===== src/rtl/cfg_pkg.sv =====
package cfg_pkg;
  localparam int WORD_W = 32;
  localparam int ADDR_W = 5;
  localparam logic [WORD_W-1:0] SYNC_WORD = 32'hAA995566;

  localparam logic [ADDR_W-1:0] RA_FAR  = 5'd1;
  localparam logic [ADDR_W-1:0] RA_FDAT = 5'd2;
  localparam logic [ADDR_W-1:0] RA_CMD  = 5'd4;
  localparam logic [ADDR_W-1:0] RA_MASK = 5'd6;
  localparam logic [ADDR_W-1:0] RA_OPTS = 5'd9;
  localparam logic [ADDR_W-1:0] RA_FLEN = 5'd11;
  localparam logic [ADDR_W-1:0] RA_IDC  = 5'd14;

  localparam logic [WORD_W-1:0] CMD_WRCFG  = 32'd1;
  localparam logic [WORD_W-1:0] CMD_CRCRST = 32'd7;
  localparam logic [WORD_W-1:0] CMD_CLKSW  = 32'd9;

  typedef enum logic [1:0] {ST_HUNT, ST_HDR, ST_DATA} dec_state_e;
  typedef enum logic [1:0] {HK_WRITE, HK_NOP, HK_LONG, HK_BAD} hdr_kind_e;
endpackage


===== src/rtl/cfg_hdr_decode.sv =====
module cfg_hdr_decode
  import cfg_pkg::*;
(
  input  logic [WORD_W-1:0] word,
  output hdr_kind_e         kind,
  output logic [ADDR_W-1:0] addr,
  output logic [10:0]       len_short,
  output logic [26:0]       len_long
);
  always_comb begin
    addr      = word[17:13];
    len_short = word[10:0];
    len_long  = word[26:0];
    kind      = HK_BAD;
    if (word[31:29] == 3'b001) begin
      if (word[28:27] == 2'b10)      kind = HK_WRITE;
      else if (word[28:27] == 2'b00) kind = HK_NOP;
    end else if (word[31:29] == 3'b010) begin
      kind = HK_LONG;
    end
  end
endmodule


===== src/rtl/cfg_regbank.sv =====
module cfg_regbank
  import cfg_pkg::*;
#(
  parameter logic [WORD_W-1:0] EXP_ID = 32'h0140D093
) (
  input  logic              clk,
  input  logic              rst_n,
  input  logic              wr_en,
  input  logic [ADDR_W-1:0] wr_addr,
  input  logic [WORD_W-1:0] wr_data,
  output logic [WORD_W-1:0] cmd_q,
  output logic [WORD_W-1:0] flen_q,
  output logic [WORD_W-1:0] opts_q,
  output logic [WORD_W-1:0] idc_q,
  output logic [WORD_W-1:0] mask_q,
  output logic [WORD_W-1:0] far_q,
  output logic              crc_rst_p,
  output logic              clk_sw_p,
  output logic              full_q,
  output logic              id_err_q
);
  logic en_cmd, en_flen, en_opts, en_idc, en_mask, en_far;
  logic full_d, id_err_d, crc_d, clk_d;

  always_comb begin
    en_cmd   = wr_en && (wr_addr == RA_CMD);
    en_flen  = wr_en && (wr_addr == RA_FLEN);
    en_opts  = wr_en && (wr_addr == RA_OPTS);
    en_idc   = wr_en && (wr_addr == RA_IDC);
    en_mask  = wr_en && (wr_addr == RA_MASK);
    en_far   = wr_en && (wr_addr == RA_FAR);
    full_d   = en_cmd ? ((wr_data == CMD_WRCFG) && (far_q == '0)) : full_q;
    id_err_d = id_err_q || (en_idc && (wr_data != EXP_ID));
    crc_d    = en_cmd && (wr_data == CMD_CRCRST);
    clk_d    = en_cmd && (wr_data == CMD_CLKSW);
  end

  always_ff @(posedge clk or negedge rst_n) begin
    if (!rst_n) begin
      cmd_q <= '0; flen_q <= '0; opts_q <= '0;
      idc_q <= '0; mask_q <= '0; far_q  <= '0;
      full_q <= 1'b0; id_err_q <= 1'b0;
      crc_rst_p <= 1'b0; clk_sw_p <= 1'b0;
    end else begin
      if (en_cmd)  cmd_q  <= wr_data;
      if (en_flen) flen_q <= wr_data;
      if (en_opts) opts_q <= wr_data;
      if (en_idc)  idc_q  <= wr_data;
      if (en_mask) mask_q <= wr_data;
      if (en_far)  far_q  <= wr_data;
      full_q    <= full_d;
      id_err_q  <= id_err_d;
      crc_rst_p <= crc_d;
      clk_sw_p  <= clk_d;
    end
  end

  AST_ID_ERR_STICKY: assert property (@(posedge clk) disable iff (!rst_n)
    id_err_q |=> id_err_q);
  AST_CRC_PULSE_CMD: assert property (@(posedge clk) disable iff (!rst_n)
    crc_rst_p |-> (cmd_q == CMD_CRCRST) && !clk_sw_p);
  AST_CLK_PULSE_CMD: assert property (@(posedge clk) disable iff (!rst_n)
    clk_sw_p |-> (cmd_q == CMD_CLKSW));
  AST_PULSE_ONE_CYCLE: assert property (@(posedge clk) disable iff (!rst_n)
    crc_rst_p |=> !crc_rst_p);
endmodule


===== src/rtl/cfg_stream_decoder.sv =====
module cfg_stream_decoder
  import cfg_pkg::*;
#(
  parameter logic [31:0] EXP_ID = 32'h0140D093,
  parameter int          CNT_W  = 27
) (
  input  logic             clk,
  input  logic             rst_n,
  input  logic             in_valid,
  input  logic [31:0]      in_word,
  output logic             synced,
  output logic [31:0]      cfg_cmd,
  output logic [31:0]      frame_len,
  output logic [31:0]      cfg_opts,
  output logic [31:0]      dev_id,
  output logic [31:0]      cfg_mask,
  output logic [31:0]      frame_addr,
  output logic             crc_reset,
  output logic             clk_switch,
  output logic             full_cfg,
  output logic             id_error,
  output logic             hdr_error,
  output logic             fd_valid,
  output logic [31:0]      fd_word,
  output logic [CNT_W-1:0] fd_count
);
  localparam int SHORT_W = 11;

  logic [1:0] rst_pipe;
  logic       rst_s_n;

  always_ff @(posedge clk or negedge rst_n) begin
    if (!rst_n) rst_pipe <= 2'b00;
    else        rst_pipe <= {rst_pipe[0], 1'b1};
  end
  assign rst_s_n = rst_pipe[1];

  hdr_kind_e         h_kind;
  logic [ADDR_W-1:0] h_addr;
  logic [10:0]       h_len_s;
  logic [26:0]       h_len_l;

  cfg_hdr_decode u_hdr (
    .word(in_word), .kind(h_kind), .addr(h_addr),
    .len_short(h_len_s), .len_long(h_len_l)
  );

  dec_state_e        st_q, st_d;
  logic [CNT_W-1:0]  rem_q, rem_d, idx_q, idx_d, fdc_d;
  logic [ADDR_W-1:0] addr_q, addr_d;
  logic              herr_q, herr_d, fdv_d, wr_en, fd_ok;
  logic [31:0]       fdw_d;

  always_comb begin
    st_d   = st_q;
    rem_d  = rem_q;
    idx_d  = idx_q;
    addr_d = addr_q;
    herr_d = herr_q;
    fdv_d  = 1'b0;
    fdw_d  = fd_word;
    fdc_d  = fd_count;
    wr_en  = 1'b0;
    fd_ok  = (cfg_cmd == CMD_WRCFG) && !id_error;
    if (in_valid) begin
      unique case (st_q)
        ST_HUNT: if (in_word == SYNC_WORD) st_d = ST_HDR;
        ST_HDR: begin
          unique case (h_kind)
            HK_WRITE: begin
              addr_d = h_addr;
              if (h_len_s != '0) begin
                rem_d = CNT_W'(h_len_s);
                idx_d = '0;
                st_d  = ST_DATA;
              end
            end
            HK_LONG: begin
              if (h_len_l[CNT_W-1:0] != '0) begin
                rem_d = h_len_l[CNT_W-1:0];
                idx_d = '0;
                st_d  = ST_DATA;
              end
            end
            HK_NOP: ;
            default: herr_d = 1'b1;
          endcase
        end
        ST_DATA: begin
          wr_en = (addr_q != RA_FDAT);
          if ((addr_q == RA_FDAT) && fd_ok) begin
            fdv_d = 1'b1;
            fdw_d = in_word;
            fdc_d = idx_q;
          end
          idx_d = idx_q + 1'b1;
          rem_d = rem_q - 1'b1;
          if (rem_q == CNT_W'(1)) st_d = ST_HDR;
        end
        default: st_d = ST_HUNT;
      endcase
    end
  end

  always_ff @(posedge clk or negedge rst_s_n) begin
    if (!rst_s_n) begin
      st_q     <= ST_HUNT;
      rem_q    <= '0;
      idx_q    <= '0;
      addr_q   <= '0;
      herr_q   <= 1'b0;
      fd_valid <= 1'b0;
      fd_word  <= '0;
      fd_count <= '0;
    end else begin
      st_q     <= st_d;
      rem_q    <= rem_d;
      idx_q    <= idx_d;
      addr_q   <= addr_d;
      herr_q   <= herr_d;
      fd_valid <= fdv_d;
      fd_word  <= fdw_d;
      fd_count <= fdc_d;
    end
  end

  assign synced    = (st_q != ST_HUNT);
  assign hdr_error = herr_q;

  cfg_regbank #(.EXP_ID(EXP_ID)) u_regs (
    .clk(clk), .rst_n(rst_s_n), .wr_en(wr_en), .wr_addr(addr_q), .wr_data(in_word),
    .cmd_q(cfg_cmd), .flen_q(frame_len), .opts_q(cfg_opts), .idc_q(dev_id),
    .mask_q(cfg_mask), .far_q(frame_addr), .crc_rst_p(crc_reset),
    .clk_sw_p(clk_switch), .full_q(full_cfg), .id_err_q(id_error)
  );

  AST_SYNC_HOLDS: assert property (@(posedge clk) disable iff (!rst_s_n)
    synced |=> synced);
  AST_HUNT_QUIET: assert property (@(posedge clk) disable iff (!rst_s_n)
    !synced |-> !fd_valid && !hdr_error && !crc_reset && !clk_switch);
  AST_FD_GATED: assert property (@(posedge clk) disable iff (!rst_s_n)
    fd_valid |-> (cfg_cmd == CMD_WRCFG) && !id_error);
  AST_FD_INDEX_STEP: assert property (@(posedge clk) disable iff (!rst_s_n)
    fd_valid && $past(fd_valid) |-> (fd_count == $past(fd_count) + 1'b1) || (fd_count == '0));
  AST_HDR_ERR_STICKY: assert property (@(posedge clk) disable iff (!rst_s_n)
    hdr_error |=> hdr_error);
  AST_SHORT_FITS: assert property (@(posedge clk) disable iff (!rst_s_n)
    synced |-> (CNT_W >= SHORT_W));
endmodule


===== config.mk =====
export PLATFORM = sky130hd
export DESIGN_NAME = cfg_stream_decoder
export DESIGN_NICKNAME = d
export VERILOG_FILES = /design/src/rtl/cfg_pkg.sv /design/src/rtl/cfg_hdr_decode.sv /design/src/rtl/cfg_regbank.sv /design/src/rtl/cfg_stream_decoder.sv
export SDC_FILE = /design/constraint.sdc
export NUM_CORES = 1
export LEC_CHECK = 0
export ABC_AREA = 1
export BUFFER_PORTS_ARGS = -buffer_cell sky130_fd_sc_hd__buf_2
export CAP_MARGIN = 20
export CORE_ASPECT_RATIO = 1.25
export CORE_MARGIN = 2
export CORE_UTILIZATION = 28
export CTS_CLUSTER_DIAMETER = 200
export CTS_CLUSTER_SIZE = 25
export DETAILED_ROUTE_END_ITERATION = 6
export MAX_ROUTING_LAYER = met4
export PLACE_DENSITY = 0.49
export SKIP_LAST_GASP = 1
export SYNTH_ARGS = -nofsm -noshare
export SYNTH_HDL_FRONTEND = slang
export SYNTH_HIERARCHICAL = 1
export SYNTH_SLANG_ARGS = --single-unit

===== constraint.sdc =====
create_clock -name clk -period 20.1 [get_ports clk]
set_input_delay 0 -clock clk [delete_from_list [all_inputs] [get_ports clk]]
set_output_delay 0 -clock clk [all_outputs]
set_load 0.1 [all_outputs]

* Yosys cells after proc, flatten, opt, wreduce, memory -nomap -nowiden
Index checks and enable logic that the tools add are counted.
Word-level totals: register bits after elaboration 320, input port bits 35, logic and storage cells 100
Operators by class: $add $sub $neg 2, equality and inequality tests 27, mux-type cells 23, bitwise operators 1, reductions and logical operators 28
Operator list (count):
- 27-bit one-hot mux with 2 select lines | 4
- 27-bit 2-to-1 mux | 4
- 32-bit by 1-bit == test with 1-bit output (second input constant) | 2
- 32-bit by 3-bit == test with 1-bit output (second input constant) | 1
- 32-bit == test (second input constant) | 1
- 32-bit by 4-bit == test with 1-bit output (second input constant) | 1
- 32-bit logical NOT | 1
- 32-bit by 25-bit inequality test with 1-bit output (second input constant) | 1
- 27-bit by 1-bit adder with 27-bit output (second input constant) | 1
- 27-bit by 1-bit == test with 1-bit output (second input constant) | 1
- 27-bit nonzero test | 1
- 27-bit by 1-bit subtractor with 27-bit output (second input constant) | 1
- 5-bit by 4-bit == test with 1-bit output (second input constant) | 3
- 2-bit 2-to-1 mux | 7
- 1-bit logical AND | 12
- 11-bit nonzero test | 1
- 5-bit by 3-bit == test with 1-bit output (second input constant) | 2
- 3-bit AND reduction | 3
- 2-bit == test (second input constant) | 3
- 2-bit logical NOT | 3
- 1-bit 2-to-1 mux | 6
- 3-bit inequality test (second input constant) | 2
- 2-bit one-hot mux with 3 select lines | 1
- 6-bit AND reduction | 1
- 15 further kinds | 18

* Logic depth before layout (Yosys ltp)
Gate-level depths: netlist of run 1.
depth after elaboration 8, depth in mapped cells 16, mapped depth without buffers 14

* Cells and area by module
Netlist of run 1, hierarchy kept.
Modules (own cells, without submodules):
- cfg_regbank | times used 1, cells each 758, area each 7522.2 um^2, seq. area each 4904.7 um^2
- cfg_stream_decoder | times used 1, cells each 1019, area each 7010.5 um^2, seq. area each 3103.0 um^2
- cfg_hdr_decode | times used 1, cells each 55, area each 375.4 um^2, seq. area each 0.0 um^2

* Least setup slack after synthesis of run 1
No wires, ideal clock.
path kind register -> register, start register u_regs.cmd_q[19], end register fd_count[21], library setup time 0.068 ns, arrival time 2.003 ns, data required time 20.032 ns, setup slack 18.029 ns, cell stages (with the launch flop) 11, clock period less this slack 2.071 ns, cell sequence dfrtp_1 -> or2_1 -> nor3_1 -> nand3_1 -> nor2_1 -> nand2_2 -> inv_2 -> buf_4 -> buf_6 -> nand2_1 -> nand2_1
Between the ends: cells in the longest elaborated chain, start to end 4
Ends and longest elaborated chain:
- from (decl) | RTL line cfg_regbank.sv:11 | output logic [WORD_W-1:0] cmd_q,
- from (signal assigned) | RTL line cfg_regbank.sv:45 | if (en_cmd) cmd_q <= wr_data;
- 32-bit by 1-bit == test with 1-bit output | RTL line cfg_stream_decoder.sv:64 | fd_ok = (cfg_cmd == CMD_WRCFG) && !id_error;
- 1-bit logical AND | RTL line cfg_stream_decoder.sv:64
- 1-bit logical AND | RTL line cfg_stream_decoder.sv:91 | if ((addr_q == RA_FDAT) && fd_ok) begin
- 3-bit AND reduction (no line)
- to (signal assigned) | RTL line cfg_stream_decoder.sv:114 | fd_count <= '0;
- to (signal assigned) | RTL line cfg_stream_decoder.sv:123 | fd_count <= fdc_d;
- to (decl) | RTL line cfg_stream_decoder.sv:25 | output logic [CNT_W-1:0] fd_count
Every way passes these cells. A chain may end at the register's enable or synchronous reset.

* Final worst setup path of run 1
start input port in_word[31], end register rem_q[25]
Between the ends: cells in the longest elaborated chain, start to end 6, elaborated cells on any way between the ends 12
Ends and longest elaborated chain:
- from (decl) | RTL line cfg_stream_decoder.sv:10 | input logic [31:0] in_word,
- 3-bit by 2-bit == test with 1-bit output | RTL line cfg_hdr_decode.sv:18 | end else if (word[31:29] == 3'b010) begin
- 1-bit 2-to-1 mux | RTL line cfg_hdr_decode.sv:18
- 2-bit 2-to-1 mux (*) | RTL line cfg_hdr_decode.sv:15 | if (word[31:29] == 3'b001) begin
- net h_kind[0] | RTL line cfg_stream_decoder.sv:38 | hdr_kind_e h_kind;
- 2-bit == test / 2-bit logical NOT (equally long branches) | RTL line cfg_stream_decoder.sv:69 | unique case (h_kind)
- 27-bit one-hot mux with 2 select lines (tied with other cells) | RTL line cfg_stream_decoder.sv:69
- 27-bit one-hot mux with 2 select lines / 5-bit AND reduction (equally long branches)
- to (signal assigned) | RTL line cfg_stream_decoder.sv:117 | rem_q <= rem_d;
- to (decl) | RTL line cfg_stream_decoder.sv:49 | logic [CNT_W-1:0] rem_q, rem_d, idx_q, idx_d, fdc_d;
Mark *: on every way through the listed nets, which the timed path passes. The rest lies on a longest branch.

==> run metrics, run 1 <==
leakage power of the design=9.20 nW; Yosys reg bits=320; Setup violations, final=0; required time worst endpoint=20.53 ns; R2R depth=10; Worst Setup End Kind=flip-flop; cell breakdown of the critical path=dlygate4sd3_1 > buf_2 > inv_1 > nand3_1 > nand2_1 > nand2_1 > nor2_4 > nand3_1 > nor2_1 > nand2_1 > nand2_1 > nand2_2 > nand2_4 > inv_2 > nand2_1 > nand2_1; die extent in y=262 um; Final TNS setup=0 ns; start-to-end type of the worst setup path=in -> reg; Max H-tree Level=1; cts bufs inserted=16; pin count of the biggest net entering global routing=72; Gate power share=0.122; Switching Power=353 uW; max cap viols=0; Yosys cell types=43; largest cells by area after synthesis=sky130_fd_sc_hd__dfrtp_1 (54%), sky130_fd_sc_hd__nand2_1 (17%), sky130_fd_sc_hd__o21ai_0 (4.8%); library cell contributing the largest single delay on the critical path=sky130_fd_sc_hd__nor2_4; number of nets at the end of the flow=2115; peak ir drop on the vdd network=0.0491 mV; Final GP Congestion=0.865; net count after synthesis=1873; total number of placement rows=94; arrival time of the worst setup path=3.59 ns; pwr/cell area=69.6 nW/um2; final cycle utilization of the critical path=0.157; Final min period=3.15 ns; endpoint of the worst hold-timing path=fd_word[11]; headroom to the max-slew limit=0.312; number of remaining DRC errors=0; Total GRT Usage=0.182; Syn-to-layout area delta=16.4%; quantity of gates resized following cts=0; Final HPWL DP=35000 um; Slew @ Worst Pin=1.03 ns; number of setup buffers added after CTS=0; average detailed-routed wire length per instance=17.9 um; internal portion of total power=854 uW; cell area after technology mapping=14900 um2; number of enable-type register cells in the synthesized netlist=0; initial core utilization=0.283; Clock Power Share=0.304; critical-path maximum fanout=70; wire length of the first global-routing pass=75600 um; utilization after layout=0.329; number of fillers in the final layout=5625; number of pins exceeding their max-slew limit in the final report=0; Post-synth top flop=sky130_fd_sc_hd__dfrtp_1; drt initial violations=795; worst hold path depth=4; number of search-and-repair iterations in the first detailed-routing pass=5; Highest Clock Rate=0.317 GHz; clk buf depth=3; hold crit path type=in -> reg; input/output buffers=292; sinks on the clock net=320; worst reg2reg path startpoint=st_q[0]; placeable core region=52700 um2; Vias=12590; share of flip-flops with an asynchronous set or reset after synthesis=1.00; Critical R2R Capture=u_regs/flen_q[10]; share of cells above drive strength 1=0.180; setup slack of the most critical reg-to-reg path=17.17 ns; floorplan die area=55100 um2; sequential fraction of the synthesis area=0.537; result of the run=complete, no violations; CP peak stage delay=0.55 ns; TritonCTS clock tree=done; drt via density=4.58; switching share of power=0.293; via count of the first global-routing pass=12547; Die X-Extent=210 um; I/O pin total=293; startpoint of the tightest hold check path=in_word[11]; proportion of power drawn by flip-flops and latches=0.574; cell accounting for the most synthesized area=sky130_fd_sc_hd__dfrtp_1; Setup Skew=0.0372 ns; source-to-sink clock delay at the later pin of the worst-skew pair=0.55 ns; remaining number of nets flagged by the antenna check after routing=0; cell occurring most often along the worst timing path=sky130_fd_sc_hd__nand2_1; unrepaired setup endpoints after global routing=no; instance count of the mapped netlist=1832; average cell area after synthesis=8.14 um2; count of final hold-check violations=0; clock transition at the registers of the reported paths=0.12 ns; GRT Residual Overflow=0; fraction of synthesized cell area taken by the top area cell type=0.537; CTS Root Buffer Type=sky130_fd_sc_hd__clkbuf_16; total routed wirelength=49200 um; number of antenna violations at the first check in global routing=2; number of warnings printed during yosys synthesis=6; type of element launching the critical path=input port
==> synthesized netlist by cell type, types with 2 or more instances <==
cell type,n
sky130_fd_sc_hd__a21oi_1,9
sky130_fd_sc_hd__and3_1,2
sky130_fd_sc_hd__buf_2,20
sky130_fd_sc_hd__buf_4,50
sky130_fd_sc_hd__buf_6,15
sky130_fd_sc_hd__clkbuf_1,26
sky130_fd_sc_hd__clkbuf_2,3
sky130_fd_sc_hd__dfrtp_1,320
sky130_fd_sc_hd__ha_1,6
sky130_fd_sc_hd__inv_1,113
sky130_fd_sc_hd__inv_2,6
sky130_fd_sc_hd__mux2_2,4
sky130_fd_sc_hd__mux2i_1,2
sky130_fd_sc_hd__nand2_1,685
sky130_fd_sc_hd__nand2_2,4
sky130_fd_sc_hd__nand3_1,66
sky130_fd_sc_hd__nand3b_1,3
sky130_fd_sc_hd__nand4_1,14
sky130_fd_sc_hd__nor2_1,176
sky130_fd_sc_hd__nor2_2,4
sky130_fd_sc_hd__nor2_4,2
sky130_fd_sc_hd__nor3_1,12
sky130_fd_sc_hd__nor4_1,6
sky130_fd_sc_hd__o211ai_1,2
sky130_fd_sc_hd__o21ai_0,143
sky130_fd_sc_hd__o21ai_1,76
sky130_fd_sc_hd__o21ai_2,22
sky130_fd_sc_hd__o21bai_1,2
sky130_fd_sc_hd__or2_1,2
sky130_fd_sc_hd__or2_2,2
sky130_fd_sc_hd__xnor2_1,7
sky130_fd_sc_hd__xor2_1,17
==> per-layer routing <==
layer,GRT usage,vias up,routed length (um)
li1,-,6202,-
met4,0.0495,0,1310
met1,0.215,6003,20300
met2,0.317,325,24800
met3,0.0356,60,2720
met5,-,-,0
==> flip-flops by register name (all words and copies together) (netlist names) <==
register,flops
u_regs/idc_q,32
fd_count,27
u_regs/far_q,32
u_regs/full_q,1
u_regs/cmd_q,32
fd_word,32
u_regs/flen_q,32
u_regs/id_err_q,1
u_regs/opts_q,32
u_regs/crc_rst_p,1
idx_q,27
st_q,2
u_regs/mask_q,32
addr_q,5
rem_q,27
u_regs/clk_sw_p,1
hdr_error,1
rst_pipe,2
fd_valid,1
==> cell usage in the layout, fill, tap and decap left out, types with 12 or more instances in the layout <==
cell type,netlist,layout
sky130_fd_sc_hd__o21ai_2,22,22
sky130_fd_sc_hd__nor3_1,12,12
sky130_fd_sc_hd__dlygate4sd3_1,0,35
sky130_fd_sc_hd__clkbuf_16,0,16
sky130_fd_sc_hd__o21ai_0,143,143
sky130_fd_sc_hd__nand4_1,14,14
sky130_fd_sc_hd__dfrtp_1,320,319
sky130_fd_sc_hd__nor2_1,176,176
sky130_fd_sc_hd__buf_2,20,292
sky130_fd_sc_hd__nand2_1,685,684
sky130_fd_sc_hd__o21ai_1,76,76
sky130_fd_sc_hd__xor2_1,17,17
sky130_fd_sc_hd__inv_1,113,113
sky130_fd_sc_hd__nand3_1,66,66
==> worst max-delay path, delay by kind of cell <==
kind,cells,cell delay (ns)
and+or+nand+nor,12,2.16
buffers and inverters,4,1.34
==> per-stage QoR <==
stage	total power, mW	hold slack (ns)	setup WS, ns	instances	cell area, um2
final	1.21	0.270	16.95	2749	17400
after global routing	1.27	0.265	16.56	2749	17400
after CTS	1.23	0.246	16.96	2746	17300
after detailed placement	0.849	-0.212	16.93	2692	16500
after global placement	0.846	-0.213	16.99	2692	16500
after floorplan	0.805	-0.296	10.52	1832	14900
==> power groups by stage <==
stage / Clock, mW / Combinational [mW] / Sequential (mW)
after floorplan: 0 / 0.0981 / 0.707
after global placement: 0 / 0.142 / 0.704
after detailed placement: 0 / 0.144 / 0.705
after CTS: 0.384 / 0.150 / 0.693
after global routing: 0.403 / 0.168 / 0.697
final: 0.367 / 0.147 / 0.693
==> worst max path at each step <==
stage | from | to | cells after the start
floorplan | rst_pipe[1] | addr_q[0] | 0
global route | in_word[31] | idx_q[17] | 16
global placement | in_word[31] | idx_q[17] | 15
detailed placement | in_word[31] | rem_q[13] | 15
CTS | in_word[31] | rem_q[25] | 16
finish | in_word[31] | rem_q[25] | 16
==> area by class of cell <==
| type | instances | area [um2] | share of cell area |
|---|---|---|---|
| Antenna cell | 2 | 5.00 | 0.000288 |
| Timing Repair Buffer | 339 | 1910 | 0.110 |
| Clock buffer | 17 | 404 | 0.0233 |
| Sequential cell | 320 | 8010 | 0.462 |
| Clock inverter | 2 | 23.8 | 0.00137 |
| Multi-Input combinational cell | 1277 | 5700 | 0.329 |
| Inverter | 120 | 450 | 0.0260 |
| Tap cell | 672 | 841 | 0.0485 |
==> timing repair <==
item                                    in CTS  in global routing
hold endpoints to repair                   145                  0
endpoints found under the setup margin       0                  0
hold buffers                                35                  0
==> logic make-up (layout without fill, tap and decap cells) <==
group	after synthesis	after routing	synth area share
xor+xnor	24	24	0.0141
fa+ha+maj	6	6	0.00504
buf+inv	235	478	0.0812
flops	320	320	0.537
simple gates	984	984	0.265
compound gates	256	256	0.0927
mux	6	6	0.00436
other cells	1	3	0.000252
Note: power is estimated with default switching activity, not from simulation.
==> inputs of run 2 (changes only) <==
--- a/config.mk
+++ b/config.mk
@@ -15,7 +15,7 @@
 export CTS_CLUSTER_SIZE = 25
 export DETAILED_ROUTE_END_ITERATION = 6
 export MAX_ROUTING_LAYER = met4
-export PLACE_DENSITY = 0.49
+export PLACE_DENSITY = 0.51
 export SKIP_LAST_GASP = 1
 export SYNTH_ARGS = -nofsm -noshare
 export SYNTH_HDL_FRONTEND = slang
==> constraint.sdc (replaced) <==
create_clock -name clk -period 2.9 [get_ports clk]
set_input_delay 0 -clock clk [delete_from_list [all_inputs] [get_ports clk]]
set_output_delay 0 -clock clk [all_outputs]
set_load 0.1 [all_outputs]
==> run 2 against run 1 <==
Wire length is 0.46% lower. Combinational power grew to 7.2 times the previous value. Core utilization is 0.46 points higher. Critical path depth is 7 lower. Hold slack better by 0.016 ns. Highest routed layer unchanged. Non-clock buffer count is 14 higher.
==> run metrics, run 2 (same netlist as run 1, synthesis figures left out) <==
type of element launching the critical path=flip-flop; placeable core region=52700 um2; Final Non-Filler Cells=2763; number of remaining DRC errors=0; Worst Setup EP=fd_count[5]; pwr/cell area=477 nW/um2; Post-Route M1 WL=19900 um; count of final hold-check violations=0; remaining number of nets flagged by the antenna check after routing=0; cell depth of the worst setup path=9; worst reg2reg path startpoint=u_regs/cmd_q[7]; most common cell after layout, fill and taps aside=sky130_fd_sc_hd__nand2_1; Vias=12822; Setup violations, final=0; CTS Root Buffer Type=sky130_fd_sc_hd__clkbuf_16; Critical Path Start=u_regs/cmd_q[7]; average detailed-routed wire length per instance=17.7 um; number of search-and-repair iterations in the first detailed-routing pass=7; initial core utilization=0.283; library cell contributing the largest single delay on the critical path=sky130_fd_sc_hd__nor4_1; die extent in y=262 um; pin count of the biggest net entering global routing=72; Routed met3 length=3020 um; Syn-to-layout area delta=18.0%; hold crit path type=in -> reg; leakage power of the design=9.32 nW; TritonCTS clock tree=done; Die X-Extent=210 um; number of nets at the end of the flow=2129; cts bufs inserted=16; peak ir drop on the vdd network=0.445 mV; Crit path max-delay family=simple AND/OR/NAND/NOR gates; cell breakdown of the critical path=nor4_1 > buf_4 > nand3_1 > nor2_1 > nand2_2 > inv_2 > buf_12 > nand2_1 > nand2_1; uppermost layer routed=met4; clk buf depth=3; start-to-end type of the worst setup path=reg -> reg; source-to-sink clock delay at the later pin of the worst-skew pair=0.55 ns; Worst Setup End Kind=flip-flop; Final min period=2.28 ns; drt initial violations=788; number of fillers in the final layout=5601; number of antenna violations at the first check in global routing=2; Critical R2R Capture=fd_count[5]; required time worst endpoint=3.38 ns; R2R depth=9; unrepaired setup endpoints after global routing=no; critical-path maximum fanout=33; Slew @ Worst Pin=0.792 ns; Setup Skew=0.0381 ns; arrival time of the worst setup path=2.76 ns; Final GP Congestion=0.856; GRT Residual Overflow=0; total routed wirelength=48900 um; I/O pin total=293; cell count after placement=2707; floorplan die area=55100 um2; setup slack of the most critical reg-to-reg path=0.62 ns; utilization after layout=0.334; standard cell area after detailed placement=16800 um2; max cap viols=0; drt via density=4.64; sinks on the clock net=320; final cycle utilization of the critical path=0.785; via count of the first global-routing pass=12704; CP peak stage delay=0.49 ns; Highest Clock Rate=0.439 GHz; Final HPWL DP=35300 um; quantity of gates resized following cts=0; share of cells above drive strength 1=0.185; metal2 WL=24400 um; total number of placement rows=94; number of pins exceeding their max-slew limit in the final report=0; headroom to the max-slew limit=0.472; clock transition at the registers of the reported paths=0.12 ns; sum of buffers and inverters on the critical path=3; most frequent cells in the layout=sky130_fd_sc_hd__nand2_1 (684), sky130_fd_sc_hd__dfrtp_1 (319), sky130_fd_sc_hd__buf_2 (292); input/output buffers=292; cell occurring most often along the worst timing path=sky130_fd_sc_hd__nand2_1; Max H-tree Level=1; Post-Place Worst Slack=0.629 ns; post-layout worst setup margin=0.623 ns; wire length of the first global-routing pass=75900 um; result of the run=complete, no violations; startpoint of the tightest hold check path=in_word[31]; Total GRT Usage=0.182; final cell area excluding filler cells=17600 um2
-- run 2: cell types whose count changed in the layout (fill, tap and decap cells not counted) --
cell | before | now
sky130_fd_sc_hd__buf_12 | 1 | 12
sky130_fd_sc_hd__buf_4 | 11 | 14
-- run 2: layout make-up --
type	instances	area, um2	share of cell area
Multi-Input combinational cell	1277	5700	0.324
Timing Repair Buffer	353	2160	0.123
Clock inverter	2	23.8	0.00135
Antenna cell	2	5.00	0.000284
Sequential cell	320	8010	0.455
Tap cell	672	841	0.0478
Clock buffer	17	404	0.0230
Inverter	120	450	0.0256
-- run 2: stage by stage --
stage,power [mW],hold slack (ns),setup TNS [ns]
after global placement,5.89,-0.212,0
after CTS,8.53,0.269,0
after global routing,8.82,0.282,0
after detailed placement,5.91,-0.212,0
after floorplan,5.58,-0.296,-87.28
final,8.39,0.286,0
-- run 2: how the worst min path moves through the flow --
stage          depth (start not counted)           to
2_1_floorplan                          0  rst_pipe[0]
3_3_place_gp                           1  rst_pipe[0]
3_5_place_dp                           1  rst_pipe[0]
4_1_cts                                4  fd_word[31]
5_1_grt                                4  fd_word[31]
6_report                               4  fd_word[31]
-- run 2: power by group --
| part | total [mW] | internal (mW) | switching (mW) |
|---|---|---|---|
| registers | 4.79 | 4.60 | 0.190 |
| clock network | 2.54 | 1.02 | 1.52 |
| logic | 1.06 | 0.321 | 0.736 |
-- run 2: per-layer routing --
| metal | up-vias | track usage |
|---|---|---|
| met1 | 6151 | 0.210 |
| met3 | 74 | 0.0403 |
| li1 | 6241 | - |
| met4 | 0 | 0.0595 |
| met5 | - | - |
| met2 | 356 | 0.313 |
-- run 2: repair_timing --
action                     CTS  global route
setup buffers                0             0
hold endpoints to repair   139             0
hold buffers                35             0
setup endpoints to repair    0             0
-- run 2: worst min-delay path, stage by stage --
cell and delay (ns):
sky130_fd_sc_hd__dlygate4sd3_1 0.52, sky130_fd_sc_hd__buf_2 0.15, sky130_fd_sc_hd__nand2_1 0.06, sky130_fd_sc_hd__nand2_1 0.05
